File: config.mk
export PLATFORM = sky130hd
export DESIGN_NAME = frame_rx
export DESIGN_NICKNAME = d
export VERILOG_FILES = /design/src/rtl/frame_rx_pkg.sv /design/src/rtl/frame_rx_ctrl.sv /design/src/rtl/frame_rx_dp.sv /design/src/rtl/frame_rx.sv
export SDC_FILE = /design/constraint.sdc
export NUM_CORES = 1
export LEC_CHECK = 0
export BUFFER_PORTS_ARGS = -buffer_cell sky130_fd_sc_hd__buf_2
export CORE_MARGIN = 2
export CORE_UTILIZATION = 56
export DETAILED_ROUTE_END_ITERATION = 8
export PLACE_DENSITY = 0.76
export SYNTH_ARGS = -nofsm -noshare
export SYNTH_HDL_FRONTEND = slang
export SYNTH_SLANG_ARGS = --single-unit
File: constraint.sdc
create_clock -name clk -period 3.5 [get_ports clk]
set_clock_uncertainty 0.1 [all_clocks]
set_input_delay 0.525 -clock clk [delete_from_list [all_inputs] [get_ports clk]]
set_output_delay 0.525 -clock clk [all_outputs]
set_load 0.05 [all_outputs]
File: src/rtl/frame_rx_pkg.sv
package frame_rx_pkg;

  localparam logic [7:0] START_MARK  = 8'hC3;
  localparam logic [7:0] END_MARK    = 8'hC8;
  localparam int         HDR_BYTES   = 7;
  localparam int         GROUP_BYTES = 7;

  typedef enum logic [3:0] {
    ST_HUNT, ST_HDR, ST_ODDMSB, ST_ODDDAT, ST_GRPMSB,
    ST_GRPDAT, ST_CHK1, ST_CHK2, ST_END
  } rxState_e;

  // strobes from control to datapath, valid for one byte
  typedef struct packed {
    logic       clearSum;
    logic       hdrWe;
    logic [2:0] hdrIdx;
    logic       msbWe;
    logic       dataWe;
    logic [2:0] dataBit;
    logic       chk1We;
    logic       chk2We;
  } rxStrobe_t;

endpackage

File: src/rtl/frame_rx_ctrl.sv
module frame_rx_ctrl
  import frame_rx_pkg::*;
#(
  parameter int MAX_PAYLOAD = 32,
  parameter int GAP_LIMIT   = 25600
) (
  input  logic       clk,
  input  logic       rstN,
  input  logic       byteValid,
  input  logic [7:0] byteData,
  input  logic [6:0] oddCnt,
  input  logic       sumOk,
  output rxStrobe_t  strb,
  output logic       pktValid,
  output logic       pktError
);

  localparam int GW = $clog2(GAP_LIMIT + 1);

  rxState_e      state, stateNx;
  logic [2:0]    idx, idxNx;
  logic [6:0]    grpLeft, grpLeftNx;
  logic [GW-1:0] gapCnt;
  logic          validNx, errNx;
  logic          gapExpire;
  logic [9:0]    lenCalc;

  assign lenCalc   = 10'(oddCnt) + 10'(byteData[6:0]) * 10'd7;
  assign gapExpire = (state != ST_HUNT) && !byteValid &&
                     (gapCnt == GW'(GAP_LIMIT - 1));

  always_ff @(posedge clk) begin
    if (!rstN || state == ST_HUNT || byteValid || gapExpire) gapCnt <= '0;
    else gapCnt <= gapCnt + 1'b1;
  end

  always_comb begin
    stateNx   = state;
    idxNx     = idx;
    grpLeftNx = grpLeft;
    strb      = '0;
    validNx   = 1'b0;
    errNx     = 1'b0;
    if (state == ST_HUNT) begin
      if (byteValid && byteData == START_MARK) begin
        stateNx       = ST_HDR;
        idxNx         = '0;
        strb.clearSum = 1'b1;
      end
    end else if (gapExpire) begin
      errNx   = 1'b1;
      stateNx = ST_HUNT;
    end else if (byteValid) begin
      if (!byteData[7]) begin
        errNx   = 1'b1;
        stateNx = ST_HUNT;
      end else begin
        unique case (state)
          ST_HDR: begin
            strb.hdrWe  = 1'b1;
            strb.hdrIdx = idx;
            idxNx       = idx + 1'b1;
            if (idx == 3'(HDR_BYTES - 1)) begin
              idxNx     = '0;
              grpLeftNx = byteData[6:0];
              if (oddCnt > 7'(GROUP_BYTES - 1) || lenCalc > 10'(MAX_PAYLOAD)) begin
                errNx   = 1'b1;
                stateNx = ST_HUNT;
              end else if (oddCnt != 7'd0)        stateNx = ST_ODDMSB;
              else if (byteData[6:0] != 7'd0)     stateNx = ST_GRPMSB;
              else                                stateNx = ST_CHK1;
            end
          end
          ST_ODDMSB: begin
            strb.msbWe = 1'b1;
            idxNx      = '0;
            stateNx    = ST_ODDDAT;
          end
          ST_ODDDAT: begin
            strb.dataWe  = 1'b1;
            strb.dataBit = 3'd6 - idx;
            idxNx        = idx + 1'b1;
            if ({4'b0, idx} == oddCnt - 7'd1)
              stateNx = (grpLeft != 7'd0) ? ST_GRPMSB : ST_CHK1;
          end
          ST_GRPMSB: begin
            strb.msbWe = 1'b1;
            idxNx      = '0;
            stateNx    = ST_GRPDAT;
          end
          ST_GRPDAT: begin
            strb.dataWe  = 1'b1;
            strb.dataBit = 3'd6 - idx;
            idxNx        = idx + 1'b1;
            if (idx == 3'(GROUP_BYTES - 1)) begin
              grpLeftNx = grpLeft - 1'b1;
              stateNx   = (grpLeft == 7'd1) ? ST_CHK1 : ST_GRPMSB;
            end
          end
          ST_CHK1: begin
            strb.chk1We = 1'b1;
            stateNx     = ST_CHK2;
          end
          ST_CHK2: begin
            strb.chk2We = 1'b1;
            stateNx     = ST_END;
          end
          ST_END: begin
            if (byteData == END_MARK && sumOk) validNx = 1'b1;
            else errNx = 1'b1;
            stateNx = ST_HUNT;
          end
          default: stateNx = ST_HUNT;
        endcase
      end
    end
  end

  always_ff @(posedge clk) begin
    if (!rstN) begin
      state    <= ST_HUNT;
      idx      <= '0;
      grpLeft  <= '0;
      pktValid <= 1'b0;
      pktError <= 1'b0;
    end else begin
      state    <= stateNx;
      idx      <= idxNx;
      grpLeft  <= grpLeftNx;
      pktValid <= validNx;
      pktError <= errNx;
    end
  end

  // outcome pulses exclusive and single-cycle
  assert_pulse_excl_R9: assert property (@(posedge clk) disable iff (!rstN)
    !(pktValid && pktError));
  assert_valid_single_R9: assert property (@(posedge clk) disable iff (!rstN)
    pktValid |=> !pktValid);
  // any outcome leaves the receiver hunting
  assert_hunt_after_R1: assert property (@(posedge clk) disable iff (!rstN)
    (pktValid || pktError) |-> state == ST_HUNT);
  // missing top bit inside a packet aborts next cycle
  assert_nobit7_R6: assert property (@(posedge clk) disable iff (!rstN)
    (state != ST_HUNT && byteValid && !byteData[7]) |=> pktError);
  // idle counter never passes its limit
  assert_gap_bound_R8: assert property (@(posedge clk) disable iff (!rstN)
    gapCnt < GW'(GAP_LIMIT));

endmodule

File: src/rtl/frame_rx_dp.sv
module frame_rx_dp
  import frame_rx_pkg::*;
#(
  parameter  int MAX_PAYLOAD = 32,
  localparam int AW = $clog2(MAX_PAYLOAD),
  localparam int LW = $clog2(MAX_PAYLOAD + 1)
) (
  input  logic          clk,
  input  logic          rstN,
  input  rxStrobe_t     strb,
  input  logic [7:0]    byteData,
  input  logic [AW-1:0] rdAddr,
  output logic [6:0]    hdrDest,
  output logic [6:0]    hdrSrc,
  output logic [6:0]    hdrType,
  output logic [6:0]    hdrAux,
  output logic [6:0]    hdrStat,
  output logic [6:0]    oddCnt,
  output logic [LW-1:0] payLen,
  output logic [7:0]    rdData,
  output logic          sumOk
);

  logic [6:0]    hdrReg [HDR_BYTES];
  logic [6:0]    msbReg;
  logic [7:0]    acc, chk1Reg, chk2Reg;
  logic [LW-1:0] wrAddr;
  logic [7:0]    pktMem [MAX_PAYLOAD];
  logic [7:0]    decoded;
  logic [9:0]    lenFull;

  assign decoded = {msbReg[strb.dataBit], byteData[6:0]};

  always_ff @(posedge clk) begin
    if (!rstN) begin
      for (int i = 0; i < HDR_BYTES; i++) hdrReg[i] <= '0;
      msbReg  <= '0;
      acc     <= '0;
      chk1Reg <= '0;
      chk2Reg <= '0;
      wrAddr  <= '0;
    end else begin
      if (strb.clearSum) begin
        acc    <= '0;
        wrAddr <= '0;
      end
      if (strb.hdrWe) begin
        hdrReg[strb.hdrIdx] <= byteData[6:0];
        acc <= acc ^ {1'b0, byteData[6:0]};
      end
      if (strb.msbWe) msbReg <= byteData[6:0];
      if (strb.dataWe) begin
        acc    <= acc ^ decoded;
        wrAddr <= wrAddr + 1'b1;
      end
      if (strb.chk1We) chk1Reg <= byteData;
      if (strb.chk2We) chk2Reg <= byteData;
    end
  end

  always_ff @(posedge clk) begin
    if (strb.dataWe && wrAddr < LW'(MAX_PAYLOAD))
      pktMem[wrAddr[AW-1:0]] <= decoded;
  end

  assign sumOk   = acc == ((chk1Reg & 8'h55) | ((chk2Reg & 8'h55) << 1));
  assign hdrDest = hdrReg[0];
  assign hdrSrc  = hdrReg[1];
  assign hdrType = hdrReg[2];
  assign hdrAux  = hdrReg[3];
  assign hdrStat = hdrReg[4];
  assign oddCnt  = hdrReg[5];
  assign lenFull = 10'(hdrReg[5]) + 10'(hdrReg[6]) * 10'd7;
  assign payLen  = lenFull[LW-1:0];
  assign rdData  = pktMem[rdAddr];

  // control never writes past the buffer
  assert_addr_bound_R7: assert property (@(posedge clk) disable iff (!rstN)
    strb.dataWe |-> wrAddr < LW'(MAX_PAYLOAD));
  // a start marker restarts checksum and fill pointer
  assert_clear_R4: assert property (@(posedge clk) disable iff (!rstN)
    strb.clearSum |=> (acc == 8'h00 && wrAddr == '0));

endmodule

File: src/rtl/frame_rx.sv
module frame_rx
  import frame_rx_pkg::*;
#(
  parameter  int MAX_PAYLOAD = 32,
  parameter  int BYTE_CYCLES = 6400,
  parameter  int GAP_MULT    = 4,
  localparam int AW = $clog2(MAX_PAYLOAD),
  localparam int LW = $clog2(MAX_PAYLOAD + 1),
  localparam int GAP_LIMIT = BYTE_CYCLES * GAP_MULT
) (
  input  logic          clk,
  input  logic          rstN,
  input  logic          byteValid,
  input  logic [7:0]    byteData,
  input  logic [AW-1:0] rdAddr,
  output logic [6:0]    hdrDest,
  output logic [6:0]    hdrSrc,
  output logic [6:0]    hdrType,
  output logic [6:0]    hdrAux,
  output logic [6:0]    hdrStat,
  output logic [LW-1:0] payLen,
  output logic [7:0]    rdData,
  output logic          pktValid,
  output logic          pktError
);

  rxStrobe_t  strb;
  logic [6:0] oddCnt;
  logic       sumOk;

  frame_rx_ctrl #(.MAX_PAYLOAD(MAX_PAYLOAD), .GAP_LIMIT(GAP_LIMIT)) u_ctrl (
    .clk(clk), .rstN(rstN), .byteValid(byteValid), .byteData(byteData),
    .oddCnt(oddCnt), .sumOk(sumOk), .strb(strb),
    .pktValid(pktValid), .pktError(pktError)
  );

  frame_rx_dp #(.MAX_PAYLOAD(MAX_PAYLOAD)) u_dp (
    .clk(clk), .rstN(rstN), .strb(strb), .byteData(byteData), .rdAddr(rdAddr),
    .hdrDest(hdrDest), .hdrSrc(hdrSrc), .hdrType(hdrType), .hdrAux(hdrAux),
    .hdrStat(hdrStat), .oddCnt(oddCnt), .payLen(payLen), .rdData(rdData),
    .sumOk(sumOk)
  );

endmodule

Word-level counts from Yosys, hierarchy flattened
Memories as Yosys holds them, arrays and structs flattened. Cells that the tools add are included.

Add/sub/neg operators: 8. $mul: 2. Divide/modulo/power cells: 0. $lt $le $gt $ge: 4. Equality and inequality tests: 22. Shift operators: 0. Muxes and demuxes: 59. Bitwise logic cells: 9. Reduce and logical (&&, ||, !) cells: 31.

Operator list (number): 11-bit 2-to-1 mux (4); 4-bit 2-to-1 mux (11); 4-bit one-hot mux with 7 select lines (1); 3-bit 2-to-1 mux (8); 8-bit 2-to-1 mux (3); 7-bit 2-to-1 mux (3); 7-bit nonzero test (3); 1-bit 2-to-1 mux (20); 4-bit by 3-bit equality test with 1-bit output (second input constant) (4); 8-bit equality test (second input constant) (2); 15-bit by 1-bit adder with 15-bit output (second input constant) (1); 15-bit equality test (second input constant) (1); 5-bit by 2-bit != test with 1-bit output (second input constant) (3); 7-bit one-hot mux with 2 select lines (1); 7-bit by 1-bit subtractor with 7-bit output (second input constant) (2); 6-bit 2-to-1 mux (2); 7-bit by 10-bit adder with 10-bit output (1); 10-bit by 6-bit greater-than comparator with 1-bit output (second input constant) (1); 7-bit by 3-bit multiplier with 10-bit output (second input constant) (1); 5-bit AND reduction (2); 3-bit one-hot mux with 3 select lines (1); 4-bit by 2-bit equality test with 1-bit output (second input constant) (2); 8-bit equality test (1); 7-bit by 8-bit bitwise OR with 8-bit output (1); other kinds (32) (56).

Register bits: 66. Bits in latches: 0. Bits in writable memories: 305. ROM bits: 0. Input bits: 16. Output and inout port bits: 51. Word-level logic and storage cells: 148. Memories: 2.

Memories: u_dp.pktMem (depth 32, width 8, read ports 1, clocked after memory_dff 0, write ports 1, line frame_rx_dp.sv:28) `logic [7:0] pktMem [MAX_PAYLOAD];`; u_dp.hdrReg (depth 7, width 7, read ports 7, clocked after memory_dff 0, write ports 7, line frame_rx_dp.sv:24) `logic [6:0] hdrReg [HDR_BYTES];`.

Longest topological paths before layout
Depth after elaboration: 12. Depth in mapped cells: 13. Depth with buffers taken out: 13.

Modules after synthesis
Synthesis repeated with hierarchy kept, for this count alone.

Cell total of the unflattened synthesis: 1198. Area, all modules: 16444.5 um2.

Modules (own cells, without submodules): frame_rx_dp (instances 1, cells an instance 833, area an instance 13601.8 um2, sequential area each 9649.3 um2); frame_rx_ctrl (instances 1, cells an instance 365, area an instance 2842.7 um2, sequential area each 620.6 um2).

Least setup slack after synthesis
Ideal clock, no wire load.

Path kind: in2reg. Start point: input port byteData[2]. End point: register u_ctrl.state[2]. Setup time: 0.095 ns. Arrival: 3.599 ns. Data required time: 3.305 ns. Path slack: -0.294 ns. Cell stages on the path: 12. Buffers on the path: 0. Cells stage by stage: inv_1 fa_1 fa_1 inv_1 ha_1 or2_2 and3_1 mux2_2 a22o_1 nor3_1 nand4_1 a221oi_1.

Word-level cells in the longest chain between the ends: 11. Elaborated cells between the ends (all ways): 15. Those cells by class: 1 x add/sub; 1 x mul; 1 x order compare; 2 x eq/ne; 7 x mux; 3 x reduce/logical.

Ends and longest elaborated chain: from (decl) (line frame_rx.sv:14) `input logic [7:0] byteData,`; 7-bit by 3-bit multiplier with 10-bit output (line frame_rx_ctrl.sv:28) `assign lenCalc = 10'(oddCnt) + 10'(byteData[6:0]) * 10'd7;`; 7-bit by 10-bit adder with 10-bit output (line frame_rx_ctrl.sv:28); 10-bit by 6-bit greater-than comparator with 1-bit output (line frame_rx_ctrl.sv:66) `if (oddCnt > 7'(GROUP_BYTES - 1) || lenCalc > 10'(MAX_PAYLOAD)) begin`; 1-bit logical OR (line frame_rx_ctrl.sv:66); 4-bit 2-to-1 mux (line frame_rx_ctrl.sv:66); 4-bit 2-to-1 mux (line frame_rx_ctrl.sv:63) `if (idx == 3'(HDR_BYTES - 1)) begin`; 4-bit one-hot mux with 7 select lines (line frame_rx_ctrl.sv:58) `unique case (state)`; 4-bit 2-to-1 mux (line frame_rx_ctrl.sv:54) `if (!byteData[7]) begin`; 4-bit 2-to-1 mux (line frame_rx_ctrl.sv:53) `end else if (byteValid) begin`; 4-bit 2-to-1 mux (line frame_rx_ctrl.sv:50) `end else if (gapExpire) begin`; 4-bit 2-to-1 mux (line frame_rx_ctrl.sv:44) `if (state == ST_HUNT) begin`; to (signal assigned) (line frame_rx_ctrl.sv:127) `state <= stateNx;`; to (decl) (line frame_rx_ctrl.sv:20) `rxState_e state, stateNx;`.

Parallel ways exist; a longest one is shown, timed or not. The select of a mux whose other input is x is not followed. A chain may end at the register's enable or synchronous reset.

==> impl_metrics.toml <==
[outcome]
status = "complete, but fails checks"
violations = "setup timing"

[routing]
drt_pass1_iterations = 6
vias_per_cell = 5.89
drtIter0Drc = 1016
drc = 0
postRouteAntennaNets = 0
wl_per_cell_um = 21.9
routed_wl_um = 36100
vias = 9692

[critical_path]
critPathCaptureType = "primary output"
critPathArrivalTime_ns = 2.99
critPathLaunchType = "register"
cp.required_ns = 2.87
crit_type = "register to primary output"
crit_fanout = 2

[final_layout]
drive_gt1_share_pct = 25.5
layout_commonest_cell = "edfxtp_1"
nets = 1308
layout_common_cells = "edfxtp_1 (298), nor2_1 (152), buf_4 (84)"
fin_cells = 1645
area_growth_pct = 16.5

[timing]
clock.fmax_mhz = 276
rsz0062_at_grt = "yes"
maxSlewHeadroom_pct = 42.5
layout_setup_ws_ns = -0.119
finalMaxSlewViolations = 0
min_period_over_period_pct = 103
final_hold_viol_count = 0
finalSetupTns_ns = -0.154
tightestPinTransition_ns = 0.856
finalSetupViolCount = 2
timing.final.crit_period_ns = 3.62

[logic_synthesis]
yosys_most_used_dff = "edfxtp_1"
synth_compound_area_share_pct = 4.53
netlist.area_leader.share_pct = 55.9
syn-instance-count = 1095
synthMuxAreaShare_pct = 12.0
synth_fp_nets = 1166
synth-xor-area-share_pct = 2.30
synth_area_um2 = 16000
synth-edff-count = 298
ys_ff_latch = 364
ys_top_cells_by_area = "edfxtp_1 (56%), mux4_2 (11%), dfxtp_1 (8.3%)"
synthSimpleGateAreaFrac_pct = 9.39
yosysSeqAreaShare_pct = 64.1
synth_cell_type_count = 69
synth_top_family_by_area = "multiplexers"
synthAdderAreaFrac_pct = 5.19
avgSynthCellArea_um2 = 14.6
async_reset_ff_share_pct = 0
yosys.area.top_type = "edfxtp_1"
yosysWarnings = 0

[clocking]
clk_latency_ns = 0.53
root_buffer = "clkbuf_16"
clk_path_buf_depth = 3
clkTransAtPathRegs_ns = 0.06
cts_sinks = 364
postCtsSetupRepairBufs = 0
cts_buffers = 37
h-tree-depth = 2
cts_tree = "built"

[floorplan]
initial_core_util_pct = 57.3
fp.dieArea_um2 = 30000
fp.dieW_um = 173
fp.coreArea_um2 = 27900
num_io_pins = 67
die_y_um = 173
num_rows = 61

[pwr]
switching_share_pct = 22.2
clockPowerShare_pct = 42.0
power.total_mw = 9.57
power_density_nw_per_um2 = 513
p_seq_share_pct = 49.2
ir_drop_uv = 323
internal-power_mw = 7.45
power.switching_mw = 2.13
combPwrFrac_pct = 8.8
total_leakage_power_nw = 6.68

[placed_design]
place_hpwl_um = 22900
pre_cts_slack_ns = -0.527
place_congestion = 0.904
placedCellCount = 1576
port_buffers = 66

[global_route]
grt_pass1_vias = 9758
grt_usage_pct = 24.6
antenna_found_initial = 1
grt_max_degree = 65
grt_pass1_wl_um = 56400
grt_overflow_total = 0

[run]
maxCapViolations = 0

[worst_hold_path]
min_path_type = "input port to register"
[metal layers]
metal / track usage [%] / routed length, um / up-vias
met2: 42.1 / 18400 / 403
met1: 31.8 / 14000 / 4819
met4: 9.22 / 1330 / 0
met3: 4.38 / 2270 / 92
li1: - / - / 4378
met5: 0 / 0 / -
[through the flow]
stage               hold WS [ns]  cell area, um^2  utilization (%)
floorplan                  0.326            16000                -
global placement           0.346            17300             62.0
detailed placement         0.357            17300             62.0
CTS                        0.324            18600             66.6
global route               0.329            18700             66.8
finish                     0.344            18700             66.8
[state kept, by name, summed over array words and instances (netlist names), 4 cells and up]
register and flops:
u_dp.pktMem 256, u_dp.chk2Reg 4, u_dp.chk1Reg 4, u_ctrl.gapCnt 15, u_dp.acc 8, u_ctrl.grpLeft 7
u_dp.msbReg 7, u_ctrl.state 4, u_dp.hdrReg 48, u_dp.wrAddr 6
[power groups by stage]
stage / Combinational [mW] / Sequential (mW) / Clock, mW
2_1_floorplan: 0.491 / 4.85 / 0
3_3_place_gp: 0.805 / 4.80 / 0
3_5_place_dp: 0.820 / 4.80 / 0
4_1_cts: 0.827 / 4.71 / 4.07
5_1_grt: 0.917 / 4.71 / 4.25
6_report: 0.843 / 4.71 / 4.02
[worst paths after layout]
| path | startpoint | to | slack, ns | cells past startpoint |
|---|---|---|---|---|
| hold / removal | byteData[0] | u_dp.chk2Reg[0] | 0.34 | 4 |
| setup / recovery | u_dp.hdrReg[6][1] | payLen[5] | -0.12 | 9 |
| hold reg to reg | u_ctrl.gapCnt[0] | u_ctrl.gapCnt[0] | 0.37 | 1 |
| setup reg to reg | u_dp.hdrReg[5][2] | u_ctrl.pktError | 0.21 | 11 |
[critical path, cell delays in order, from the launching register on]
cell	delay [ns]
dfxtp_2	0.33
fa_1	0.54
inv_1	0.05
fa_1	0.51
inv_2	0.06
fa_2	0.35
a21o_1	0.17
a21oi_2	0.13
xnor2_1	0.13
buf_4	0.22
[cell usage after synthesis (all sizes together), types with 3 or more instances]
cell / instances
a21oi: 49
a221oi: 3
a31oi: 8
and2: 8
and3: 5
buf: 11
clkbuf: 35
dfxtp: 66
edfxtp: 298
fa: 19
ha: 36
inv: 56
mux2: 9
mux4: 80
nand2: 69
nand2b: 9
nand3: 19
nand3b: 3
nand4: 9
nor2: 154
nor2b: 5
nor3: 13
nor4: 3
o211ai: 5
o21ai: 18
o22ai: 3
or2: 6
or3: 7
or4: 7
xnor2: 23
xor2: 19
[layout make-up]
type                       instances  area [um^2]
multi-input combinational        629         5430
fill                            1950         9280
tap                              378          473
antenna                            1         2.50
sequential                       364        10300
timing repair buffer             149         1010
clock buffer                      49         1010
inverter                          56          218
clock inverter                    19          240
[kinds of logic (layout without fill, tap and decap cells)]
group | count (synthesis) | in the layout
flops | 364 | 364
compound gates | 113 | 113
mux | 91 | 91
buf+inv | 102 | 273
fa+ha+maj | 55 | 55
simple gates | 328 | 328
other cells | 0 | 1
xor+xnor | 42 | 42
[timing repair]
item / 4_1_cts / 5_1_grt
resized for setup: 9 / 15
pin swaps: 8 / 5
endpoints found under the hold margin: 0 / 0
hold buffers: 0 / 0
endpoints found under the setup margin: 3 / 6
Power figures use the tool's default switching activity.
